### src/rtl/xbar_pkg.sv
package xbar_pkg;
  localparam int NM   = 3;
  localparam int NT   = 3;
  localparam int MIDW = $clog2(NM);

  localparam int MID_DMA  = 0;
  localparam int MID_HOST = 1;
  localparam int MID_CPU  = 2;

  localparam int TGT_MEM = 0;
  localparam int TGT_PER = 1;
  localparam int TGT_EXT = 2;

  // connectivity matrix: host has no route to the peripheral bus
  function automatic logic path_ok(input int mid, input int tgt);
    return !(mid == MID_HOST && tgt == TGT_PER);
  endfunction
endpackage

### src/rtl/xbar_addr_dec.sv
module xbar_addr_dec
  import xbar_pkg::*;
#(
  parameter int          AW      = 32,
  parameter int          MID     = 0,
  parameter logic [31:0] MEM_BASE = 32'h0000_0000,
  parameter int          MEM_LG2  = 18,
  parameter logic [31:0] PER_BASE = 32'h4000_0000,
  parameter int          PER_LG2  = 16,
  parameter logic [31:0] EXT_BASE = 32'h8000_0000,
  parameter int          EXT_LG2  = 28
) (
  input  logic          req_i,
  input  logic [AW-1:0] addr_i,
  output logic [NT-1:0] sel_o,
  output logic          err_o
);
  localparam logic [AW-1:0] BASE [NT] = '{AW'(MEM_BASE), AW'(PER_BASE), AW'(EXT_BASE)};
  localparam int            LG2  [NT] = '{MEM_LG2, PER_LG2, EXT_LG2};

  logic [NT-1:0] hit;

  for (genvar t = 0; t < NT; t++) begin : g_win
    assign hit[t]   = (addr_i >> LG2[t]) == (BASE[t] >> LG2[t]);
    assign sel_o[t] = req_i && hit[t] && path_ok(MID, t);
  end

  assign err_o = req_i && (sel_o == '0);
endmodule

### src/rtl/xbar_tgt_arb.sv
module xbar_tgt_arb #(
  parameter int NM  = 3,
  parameter int IDW = $clog2(NM)
) (
  input  logic           clk_i,
  input  logic           rst_ni,
  input  logic [NM-1:0]  want_i,
  input  logic           done_i,
  output logic [NM-1:0]  gnt_o,
  output logic           vld_o,
  output logic [IDW-1:0] id_o
);
  logic           own_vld_q;
  logic [IDW-1:0] own_q;
  logic [IDW-1:0] pick;

  // fixed priority: lowest index wins
  always_comb begin
    pick = '0;
    for (int i = NM - 1; i >= 0; i--) begin
      if (want_i[i]) pick = IDW'(i);
    end
  end

  assign id_o  = own_vld_q ? own_q : pick;
  assign vld_o = own_vld_q || (|want_i);
  assign gnt_o = vld_o ? (NM'(1) << id_o) : '0;

  always_ff @(posedge clk_i or negedge rst_ni) begin
    if (!rst_ni) begin
      own_vld_q <= 1'b0;
      own_q     <= '0;
    end else if (vld_o && !done_i) begin
      own_vld_q <= 1'b1;
      own_q     <= id_o;
    end else if (done_i) begin
      own_vld_q <= 1'b0;
    end
  end
endmodule

### src/rtl/xbar_resp_mux.sv
module xbar_resp_mux #(
  parameter int NT = 3,
  parameter int DW = 32
) (
  input  logic [NT-1:0]         gnt_i,
  input  logic [NT-1:0]         done_i,
  input  logic [NT-1:0][DW-1:0] rdata_i,
  input  logic                  err_i,
  output logic                  rdy_o,
  output logic                  err_o,
  output logic [DW-1:0]         rdata_o
);
  always_comb begin
    rdy_o   = err_i;
    rdata_o = '0;
    for (int t = 0; t < NT; t++) begin
      if (gnt_i[t]) begin
        rdata_o = rdata_i[t];
        if (done_i[t]) rdy_o = 1'b1;
      end
    end
  end

  assign err_o = err_i;
endmodule

### src/rtl/xbar_fp_switch.sv
module xbar_fp_switch
  import xbar_pkg::*;
#(
  parameter int          AW       = 32,
  parameter int          DW       = 32,
  parameter logic [31:0] MEM_BASE = 32'h0000_0000,
  parameter int          MEM_LG2  = 18,
  parameter logic [31:0] PER_BASE = 32'h4000_0000,
  parameter int          PER_LG2  = 16,
  parameter logic [31:0] EXT_BASE = 32'h8000_0000,
  parameter int          EXT_LG2  = 28
) (
  input  logic                      clk_i,
  input  logic                      rst_ni,
  input  logic [NM-1:0]             m_req_i,
  input  logic [NM-1:0][AW-1:0]     m_addr_i,
  input  logic [NM-1:0]             m_we_i,
  input  logic [NM-1:0][DW-1:0]     m_wdata_i,
  output logic [NM-1:0]             m_rdy_o,
  output logic [NM-1:0]             m_err_o,
  output logic [NM-1:0][DW-1:0]     m_rdata_o,
  output logic [NT-1:0]             t_req_o,
  output logic [NT-1:0][AW-1:0]     t_addr_o,
  output logic [NT-1:0]             t_we_o,
  output logic [NT-1:0][DW-1:0]     t_wdata_o,
  output logic [NT-1:0][MIDW-1:0]   t_mid_o,
  input  logic [NT-1:0]             t_done_i,
  input  logic [NT-1:0][DW-1:0]     t_rdata_i
);
  logic [NM-1:0][NT-1:0] sel;
  logic [NM-1:0]         dec_err;
  logic [NT-1:0][NM-1:0] want;
  logic [NT-1:0][NM-1:0] gnt;
  logic [NM-1:0][NT-1:0] gnt_m;

  for (genvar m = 0; m < NM; m++) begin : g_dec
    xbar_addr_dec #(
      .AW(AW), .MID(m),
      .MEM_BASE(MEM_BASE), .MEM_LG2(MEM_LG2),
      .PER_BASE(PER_BASE), .PER_LG2(PER_LG2),
      .EXT_BASE(EXT_BASE), .EXT_LG2(EXT_LG2)
    ) u_dec (
      .req_i (m_req_i[m]),
      .addr_i(m_addr_i[m]),
      .sel_o (sel[m]),
      .err_o (dec_err[m])
    );
  end

  for (genvar t = 0; t < NT; t++) begin : g_tgt
    for (genvar m = 0; m < NM; m++) begin : g_tr
      assign want[t][m]  = sel[m][t];
      assign gnt_m[m][t] = gnt[t][m];
    end

    xbar_tgt_arb #(.NM(NM), .IDW(MIDW)) u_arb (
      .clk_i (clk_i),
      .rst_ni(rst_ni),
      .want_i(want[t]),
      .done_i(t_done_i[t]),
      .gnt_o (gnt[t]),
      .vld_o (t_req_o[t]),
      .id_o  (t_mid_o[t])
    );

    always_comb begin
      t_addr_o[t]  = '0;
      t_we_o[t]    = 1'b0;
      t_wdata_o[t] = '0;
      for (int m = 0; m < NM; m++) begin
        if (gnt[t][m]) begin
          t_addr_o[t]  = m_addr_i[m];
          t_we_o[t]    = m_we_i[m];
          t_wdata_o[t] = m_wdata_i[m];
        end
      end
    end
  end

  for (genvar m = 0; m < NM; m++) begin : g_rsp
    xbar_resp_mux #(.NT(NT), .DW(DW)) u_rsp (
      .gnt_i  (gnt_m[m]),
      .done_i (t_done_i),
      .rdata_i(t_rdata_i),
      .err_i  (dec_err[m]),
      .rdy_o  (m_rdy_o[m]),
      .err_o  (m_err_o[m]),
      .rdata_o(m_rdata_o[m])
    );
  end
endmodule

### config.mk
export PLATFORM = sky130hd
export DESIGN_NAME = xbar_fp_switch
export DESIGN_NICKNAME = d
export VERILOG_FILES = /design/src/rtl/xbar_pkg.sv /design/src/rtl/xbar_addr_dec.sv /design/src/rtl/xbar_tgt_arb.sv /design/src/rtl/xbar_resp_mux.sv /design/src/rtl/xbar_fp_switch.sv
export SDC_FILE = /design/constraint.sdc
export NUM_CORES = 1
export LEC_CHECK = 0
export ABC_AREA = 0
export BUFFER_PORTS_ARGS = -buffer_cell sky130_fd_sc_hd__buf_2
export CAP_MARGIN = 40
export CORE_AREA = 10 10 227 229
export CTS_CLUSTER_SIZE = 24
export DETAILED_ROUTE_END_ITERATION = 12
export DIE_AREA = 0 0 237 239
export GPL_TIMING_DRIVEN = 0
export SETUP_SLACK_MARGIN = 0.3
export SLEW_MARGIN = 20
export SYNTH_ARGS = -nofsm -noshare
export SYNTH_HDL_FRONTEND = slang
export SYNTH_SLANG_ARGS = --single-unit
### constraint.sdc
create_clock -name clk_i -period 5.6 [get_ports clk_i]
set_input_delay 0.28 -clock clk_i [delete_from_list [all_inputs] [get_ports clk_i]]
set_output_delay 0.28 -clock clk_i [all_outputs]
set_load 0.05 [all_outputs]
# Word level (Yosys, flattened, before mapping)
# Cells that the tools add are included.
dict set report classes {
  eq_ne 5
  shift 3
  n_mux 74
  reduce_logical 32
}
# operator n
set op_table {}
lappend op_table {{2-to-1 mux 32 bit} 27}
lappend op_table {{zero test 32 bit} 3}
lappend op_table {{2-to-1 mux 1 bit} 33}
lappend op_table {{equality test 16 x 15 -> 1 bit (second input constant)} 2}
lappend op_table {{2-to-1 mux 2 bit} 11}
lappend op_table {{logical AND 1 bit} 14}
lappend op_table {{equality test 4 bit (second input constant)} 3}
lappend op_table {{zero test 3 bit} 3}
lappend op_table {{2-to-1 mux 3 bit} 3}
lappend op_table {{<< shifter 1 x 2 -> 3 bit (first input constant)} 3}
lappend op_table {{nonzero test 2 bit} 3}
lappend op_table {{OR reduction 3 bit} 2}
lappend op_table {{zero test 1 bit} 3}
lappend op_table {{logical OR 1 bit} 3}
lappend op_table {{OR reduction 2 bit} 1}
dict set report totals {
  register_bits 9
  in_bits 299
  output_inout_bits 306
  word_cells 120
}

# Depth between registers and ports, before layout
# Gate-level depths: netlist (run 1).
dict set report depth {
  word_depth 13
  mapped_depth 9
  mapped_depth_nobuf 5
}

# By module
# From an unflattened synthesis (run 1), not the netlist that was laid out.
dict set report hier_totals {
  cells_unflattened 1440
  hier_area_um2 9168.8
}
# module instances cells_each area_per_inst_um2 seq_area_each_um2
set by_module_without_submodules {}
lappend by_module_without_submodules {xbar_fp_switch 1 885 5413.9 0.0}
lappend by_module_without_submodules {xbar_resp_mux 3 150 930.9 0.0}
lappend by_module_without_submodules {xbar_tgt_arb 3 23 219.0 75.1}
lappend by_module_without_submodules {{xbar_addr_dec (g_dec[0].u_dec ...)} 2 12 116.4 0.0}
lappend by_module_without_submodules {{xbar_addr_dec (g_dec[1].u_dec)} 1 12 72.6 0.0}

# Least setup slack after synthesis (run 1)
# No wires, ideal clock.
dict set report synth_path {
  kind {input port to output port}
  from {input m_addr_i[30] (netlist bit)}
  to {output m_rdata_o[62] (netlist bit)}
  t_arrival_ps 2800
  required_ps 5320
  setup_slack_ps 2520
  stages 8
  path_buffers 3
  cell_sequence {buf_2 > nor4b_4 > a21oi_2 > a32o_2 > and2_1 > buf_6 > buf_6 > o21ai_0}
}
# item line_no
set synth_lines {}
lappend synth_lines {{start, declared} xbar_fp_switch.sv:16} ;# input logic [NM-1:0][AW-1:0] m_addr_i,
lappend synth_lines {{end, declared} xbar_fp_switch.sv:21} ;# output logic [NM-1:0][DW-1:0] m_rdata_o,

==> impl_metrics.ini, run 1 <==
[grt]
grt.overflow.total = 0
grt_pass1_wl_um = 93130
grt_max_degree = 11
track_usage = 0.2132
grt_pass1_vias = 13010
antenna_found_initial = 7

[route]
drt-initial-drc-count = 958
viasPerCell = 5.528
drtPass1Iterations = 5
met3_length_um = 5899
routed_wirelength_um = 65760
wl_met2_um = 31530
top_layer_used = met5
drc = 0
vias = 12710
wl_met1_um = 26560
avgRoutedWirePerCell_um = 28.61
ant_nets = 0

[timing]
rsz0062_at_grt = false
worst_slack_ns = 1.743
post-route-period-util = 0.6888
setup_violations = 0
fin_setup_tns_ns = 0
max_clock_freq_mhz = 259.3
timing.clock.skew_ns = 0.0004928
timing.max_slew.rel_slack = 0.4269
finalHoldViolCount = 0
drv_slew = 0
min_period_ns = 3.857
worst_pin_slew_ns = 0.8565

[synthesis]
synthMuxAreaShare = 0.1377
synth_xor_xnor_area_share = 0
ys_types = 59
yosys.area_share.simple = 0.1952
synth_area_um2 = 7506
ys.flop_type = dfrtp_1
netlist_instances = 1067
netlist_top_cells_area = mux2i_1, o2bb2ai_1, a22o_1
synth_top_area_cell = mux2i_1
yosysSeqAreaShare = 0.03001
syn_nets = 1366
postSynth.asyncResetShare = 1.000
synth_seq_cells = 9
synth_top_area_share = 0.08668
synth_top_family_by_area = compound AO/OA/AOI/OAI gates
synth_edf_count = 0
avgSynthCellArea_um2 = 7.035
yosysWarnings = 0
synth_compound_area_frac = 0.5158
synthAdderAreaFrac = 0

[layout]
drive_above_1_share = 0.4355
fillers = 5399
nets = 1983
multiInputGateArea_um2 = 6370
layout_common_cells = buf_2, nand2_1, clkbuf_1
layout_commonest_cell = buf_2
regArea_um2 = 225.2
area_growth_pct = 52.91

[clock_network]
clk_path_buf_depth = 2
cts-htree-levels = 1
root_buffer = clkbuf_16
insertion_delay_ns = 0.24
cts_tree = built
clk_pin_slew_ns = 0.04
cts_sinks = 9
post_cts_buffers = 0
cts_inserted_buffers = 3

[setup_path]
start_kind = primary input
critPathRequiredTime_ns = 5.32
r2r_slack_ns = 3.41
crit_chain = buf_2 > nor4_1 > nand4_1 > o31ai_4 > buf_8 > buf_4 > buf_2 > nand2_1 > o21ai_0 > buf_2
critPathMaxFanout = 10
cpPeakStageDelay_ns = 0.55
cpMaxStageDelayCell = o31ai_4
cp-end-kind = output port
arrival_ns = 3.58
critPathMostFrequentCell = buf_2
crit_type = in -> out

[placed_design]
place_ws_ns = 1.718
port_buffers = 602
place_congestion = 0.9958
dpl.hpwl_um = 53960

[pwr]
p_leak_nw = 6.169
pwr_density_cell_nw_per_um2 = 75.56
design_power_total_uw = 867.2
max-vdd-ir-drop_uv = 75.91

[floorplan]
die_w_um = 237
rows = 80
dieArea_um2 = 56640
dieHeight_um = 239
core_um2 = 47150
ios = 605
initial_core_util = 0.1592

[outcome]
run_status = complete, no violations

[min_path]
hold_path.class = in -> reg

[flow_run]
drv_cap = 0
==> critical path, delay by kind of cell <==
kind	cells	cell delay (ns)
simple gates	3	1.04
buf+inv	5	1.42
compound gates	2	0.80
==> metrics by stage <==
stage | utilization | hold slack, ns | cells | area, um2
detailed placement | 0.2408 | 0.1518 | 2289 | 11350
global route | 0.2434 | 0.3211 | 2299 | 11480
global placement | 0.2394 | 0.1392 | 2284 | 11290
floorplan | - | -0.01559 | 1067 | 7506
finish | 0.2434 | 0.3082 | 2299 | 11480
CTS | 0.2427 | 0.3049 | 2294 | 11440
==> report_power, final <==
| group | total, mW | switching, mW | internal (mW) |
|---|---|---|---|
| logic | 0.667 | 0.470 | 0.196 |
| clock network | 0.129 | 0.0332 | 0.0954 |
| registers | 0.0721 | 0.00366 | 0.0684 |
| total | 0.867 | 0.507 | 0.360 |
==> routing by layer <==
metal,GRT usage,up-vias
met5,0,-
met4,0.05675,12
met3,0.05194,106
met2,0.3686,922
met1,0.2577,6207
li1,-,5463
==> kinds of logic (layout without fill, tap and decap cells) <==
family	Yosys count	after routing
AOI/OAI and AO/OA	487	487
DFF	9	9
muxes	99	99
buffers and inverters	182	798
and+or+nand+nor	290	290
other	0	1
==> registers in the layout, indices dropped and copies added, names as in the netlist <==
| name | cells |
|---|---|
| g_tgt.u_arb.own_q | 6 |
| g_tgt.u_arb.own_vld_q | 3 |
==> worst paths after layout <==
kind / from / to / cells past startpoint
worst min-delay path: t_done_i[0] / g_tgt[0].u_arb.own_vld_q / 2
worst max-delay path: m_addr_i[83] / t_wdata_o[0] / 10
min in group asynchronous: rst_ni / g_tgt[1].u_arb.own_vld_q / 2
worst max register to register: g_tgt[2].u_arb.own_vld_q / g_tgt[2].u_arb.own_q[1] / 6
max in group asynchronous: rst_ni / g_tgt[2].u_arb.own_vld_q / 2
worst min register to register: g_tgt[1].u_arb.own_q[0] / g_tgt[1].u_arb.own_q[0] / 1
==> area by class of cell <==
class	count	share of cell area
Antenna cell	1	0.0002180
Buffer	146	0.06759
Clock buffer	4	0.006868
Inverter	36	0.01177
Multi-Input combinational cell	876	0.5550
Sequential cell	9	0.01962
Tap cell	615	0.06704
Timing Repair Buffer	612	0.2719
==> synthesized netlist by cell type, types with 2 or more instances <==
cell type	instances
a211oi_1	32
a21o_1	65
a21oi_1	5
a21oi_2	2
a221o_1	35
a22o_1	64
a22oi_1	2
a32oi_1	64
and2_1	37
and4_1	2
buf_2	44
buf_4	18
buf_6	14
clkbuf_1	70
dfrtp_1	9
inv_1	36
mux2_1	7
mux2_2	27
mux2i_1	65
nand2_1	140
nand2b_1	4
nand3_1	36
nand4_1	36
nor2_1	11
nor2b_1	3
nor3b_1	2
nor4_1	6
nor4_2	3
nor4b_1	2
nor4b_4	2
o211ai_1	32
o21ai_0	65
o21ai_1	6
o2bb2ai_1	65
o31ai_1	32
==> repair_timing <==
action,CTS,global route
endpoints found under the setup margin,0,0
endpoints found under the hold margin,9,0
hold buffers,1,0
gates resized for setup,0,0
Note: power is estimated with default switching activity, not from simulation.
==> run 2, diff against run 1 <==
--- a/config.mk
+++ b/config.mk
@@ -5,13 +5,13 @@
 export SDC_FILE = /design/constraint.sdc
 export NUM_CORES = 1
 export LEC_CHECK = 0
-export ABC_AREA = 0
+export ABC_AREA = 1
 export BUFFER_PORTS_ARGS = -buffer_cell sky130_fd_sc_hd__buf_2
 export CAP_MARGIN = 40
-export CORE_AREA = 10 10 227 229
+export CORE_AREA = 10 10 229 231
 export CTS_CLUSTER_SIZE = 24
 export DETAILED_ROUTE_END_ITERATION = 12
-export DIE_AREA = 0 0 237 239
+export DIE_AREA = 0 0 239 241
 export GPL_TIMING_DRIVEN = 0
 export SETUP_SLACK_MARGIN = 0.3
 export SLEW_MARGIN = 20
==> constraint.sdc (replaced) <==
create_clock -name clk_i -period 3.8 [get_ports clk_i]
set_input_delay 0.19 -clock clk_i [delete_from_list [all_inputs] [get_ports clk_i]]
set_output_delay 0.19 -clock clk_i [all_outputs]
set_load 0.05 [all_outputs]
==> impl_metrics.ini, run 2 <==
[layout]
drive_above_1_share = 0.3438
largest_reg_flops = 6
top_regs = g_tgt.u_arb.own_q: 6 flops, g_tgt.u_arb.own_vld_q: 3 flops
fin_area_um2 = 11650
layout_common_cells = buf_2, nand2_1, nand3_1, nor2_1, inv_1
post-route-util = 0.2451
fillers = 5666
area_growth_pct = 51.79
regMostFlops = g_tgt.u_arb.own_q
layout_commonest_cell = buf_2
nets = 2505

[placed_design]
place_congestion = 0.9546
port_buffers = 604
place_ws_ns = 0.4420
dpl.hpwl_um = 53550
dpl_cell_area_um2 = 11520

[route]
wl_met1_um = 25400
drc = 0
met3_length_um = 6181
drtPass1Iterations = 6
vias = 13880
avgRoutedWirePerCell_um = 22.72
routed_wirelength_um = 64100
top_layer_used = met5
ant_nets = 0
drt-initial-drc-count = 1193
viasPerCell = 4.921
wl_met2_um = 30510

[timing]
worst_slack_ns = 0.6010
fin_setup_tns_ns = 0
setup_violations = 0
max_clock_freq_mhz = 312.6
timing.max_slew.rel_slack = 0.4631
timing.clock.skew_ns = 0.0003779
worst_pin_slew_ns = 0.8053
post-route-period-util = 0.8419
hold_ws_ns = 0.1983
rsz0062_at_grt = false
finalHoldViolCount = 0
min_period_ns = 3.199
drv_slew = 0

[synthesis]
ys_types = 33
synth_top_family_by_area = simple AND/OR/NAND/NOR gates
synth_edf_count = 0
synth_seq_cells = 9
synthMuxAreaShare = 0
synth_top_area_cell = nand2_1
synthAdderAreaFrac = 0
yosysMostFrequentCell = nand2_1
synth_compound_area_frac = 0.2203
yosysSeqAreaShare = 0.02934
yosys.area_share.simple = 0.5851
ys.flop_type = dfrtp_1
synth_top_area_share = 0.2826
netlist_instances = 1588
syn_nets = 1887
yosysWarnings = 0
netlist_top_cells_area = nand2_1, nand3_1, nor2_1
synth_area_um2 = 7677
postSynth.asyncResetShare = 1.000
synth_common_cells = nand2_1, nand3_1, nor2_1, inv_1, o211ai_1
synth_xor_xnor_area_share = 0
avgSynthCellArea_um2 = 4.835

[setup_path]
r2r_cells = 5
r2r_slack_ns = 2.02
r2r-start = g_tgt[1].u_arb.own_vld_q
crit_type = reg -> out
critPathRequiredTime_ns = 3.61
critPathMaxFanout = 10
start_kind = flip-flop
arrival_ns = 3.01
cp-end-kind = output port
worstReg2RegEnd = g_tgt[1].u_arb.own_q[1]

[clock_network]
cts_inserted_buffers = 3
cts_tree = built
clk_path_buf_depth = 2
cts.repair.resized = 0
cts_sinks = 9
insertion_delay_ns = 0.24
root_buffer = clkbuf_16
post_cts_buffers = 0
clk_pin_slew_ns = 0.04
hold_buffers = 1
cts-htree-levels = 1

[grt]
grt_pass1_wl_um = 90460
grt_pass1_vias = 13140
grt_max_degree = 11
track_usage = 0.2070
antenna_found_initial = 12
grt.overflow.total = 0

[outcome]
run_status = complete, no violations

[min_path]
hold_path.class = in -> reg
whs_endpoint = g_tgt[2].u_arb.own_vld_q
min_delay_path_depth = 2
hold_path_startpoint = t_done_i[2]

[pwr]
max-vdd-ir-drop_uv = 242.4
pwr_density_cell_nw_per_um2 = 119.0
p_leak_nw = 6.869

[floorplan]
core_um2 = 47550
dieArea_um2 = 57600
rows = 80
initial_core_util = 0.1615
ios = 605
dieHeight_um = 241
die_w_um = 239

[flow_run]
drv_cap = 0
-- run 2: power by group --
| part | switching [mW] | total, mW | internal [mW] |
|---|---|---|---|
| combinational | 0.818 | 1.09 | 0.273 |
| clock | 0.0476 | 0.188 | 0.140 |
| sequential | 0.00337 | 0.107 | 0.104 |
-- run 2: how the worst max path moves through the flow --
stage	start	end	slack, ns	cells after the start
after floorplan	m_addr_i[93]	t_addr_o[52]	1.20	8
after global placement	g_tgt[1].u_arb.own_vld_q	t_wdata_o[46]	0.02	7
after detailed placement	m_addr_i[29]	t_wdata_o[74]	0.44	12
after CTS	g_tgt[2].u_arb.own_vld_q	t_wdata_o[74]	0.37	9
after global routing	g_tgt[1].u_arb.own_vld_q	t_wdata_o[46]	0.36	9
final	g_tgt[1].u_arb.own_vld_q	t_wdata_o[46]	0.60	9
-- run 2: cell type report --
class	count	area [um2]	share of cell area
Sequential cell	9	225.2	0.01933
Buffer	137	745.7	0.06399
Clock buffer	4	78.83	0.006764
Tap cell	615	769.5	0.06603
Antenna cell	1	2.502	0.0002147
Timing Repair Buffer	613	3123	0.2680
Inverter	139	523.0	0.04488
Multi-Input combinational cell	1303	6186	0.5308
-- run 2: cell families (layout without fill, tap and decap cells) --
family / after synthesis / count (layout)
buffers and inverters: 276 / 893
other: 0 / 1
AOI/OAI and AO/OA: 220 / 220
and+or+nand+nor: 1083 / 1083
DFF: 9 / 9
-- run 2: routing by layer --
| metal | vias to the layer above | global-route usage |
|---|---|---|
| met2 | 842 | 0.3562 |
| met1 | 6487 | 0.2499 |
| li1 | 6419 | - |
| met5 | - | 0 |
| met3 | 122 | 0.05167 |
| met4 | 12 | 0.06078 |
-- run 2: metrics by stage --
stage	total power, mW	cells
4_1_cts	1.383	2816
3_5_place_dp	1.190	2811
6_report	1.387	2821
5_1_grt	1.453	2820
2_1_floorplan	0.6754	1588
3_3_place_gp	1.186	2807
-- run 2: worst max-delay path, stage by stage, from the launching register on --
cell and delay, ns:
dfrtp_1 0.35, nand2_1 0.14, nor2_2 0.31, buf_6 0.21
clkbuf_1 0.42, buf_6 0.23, clkbuf_1 0.49, nand2_1 0.11
nand3_1 0.18, buf_2 0.30
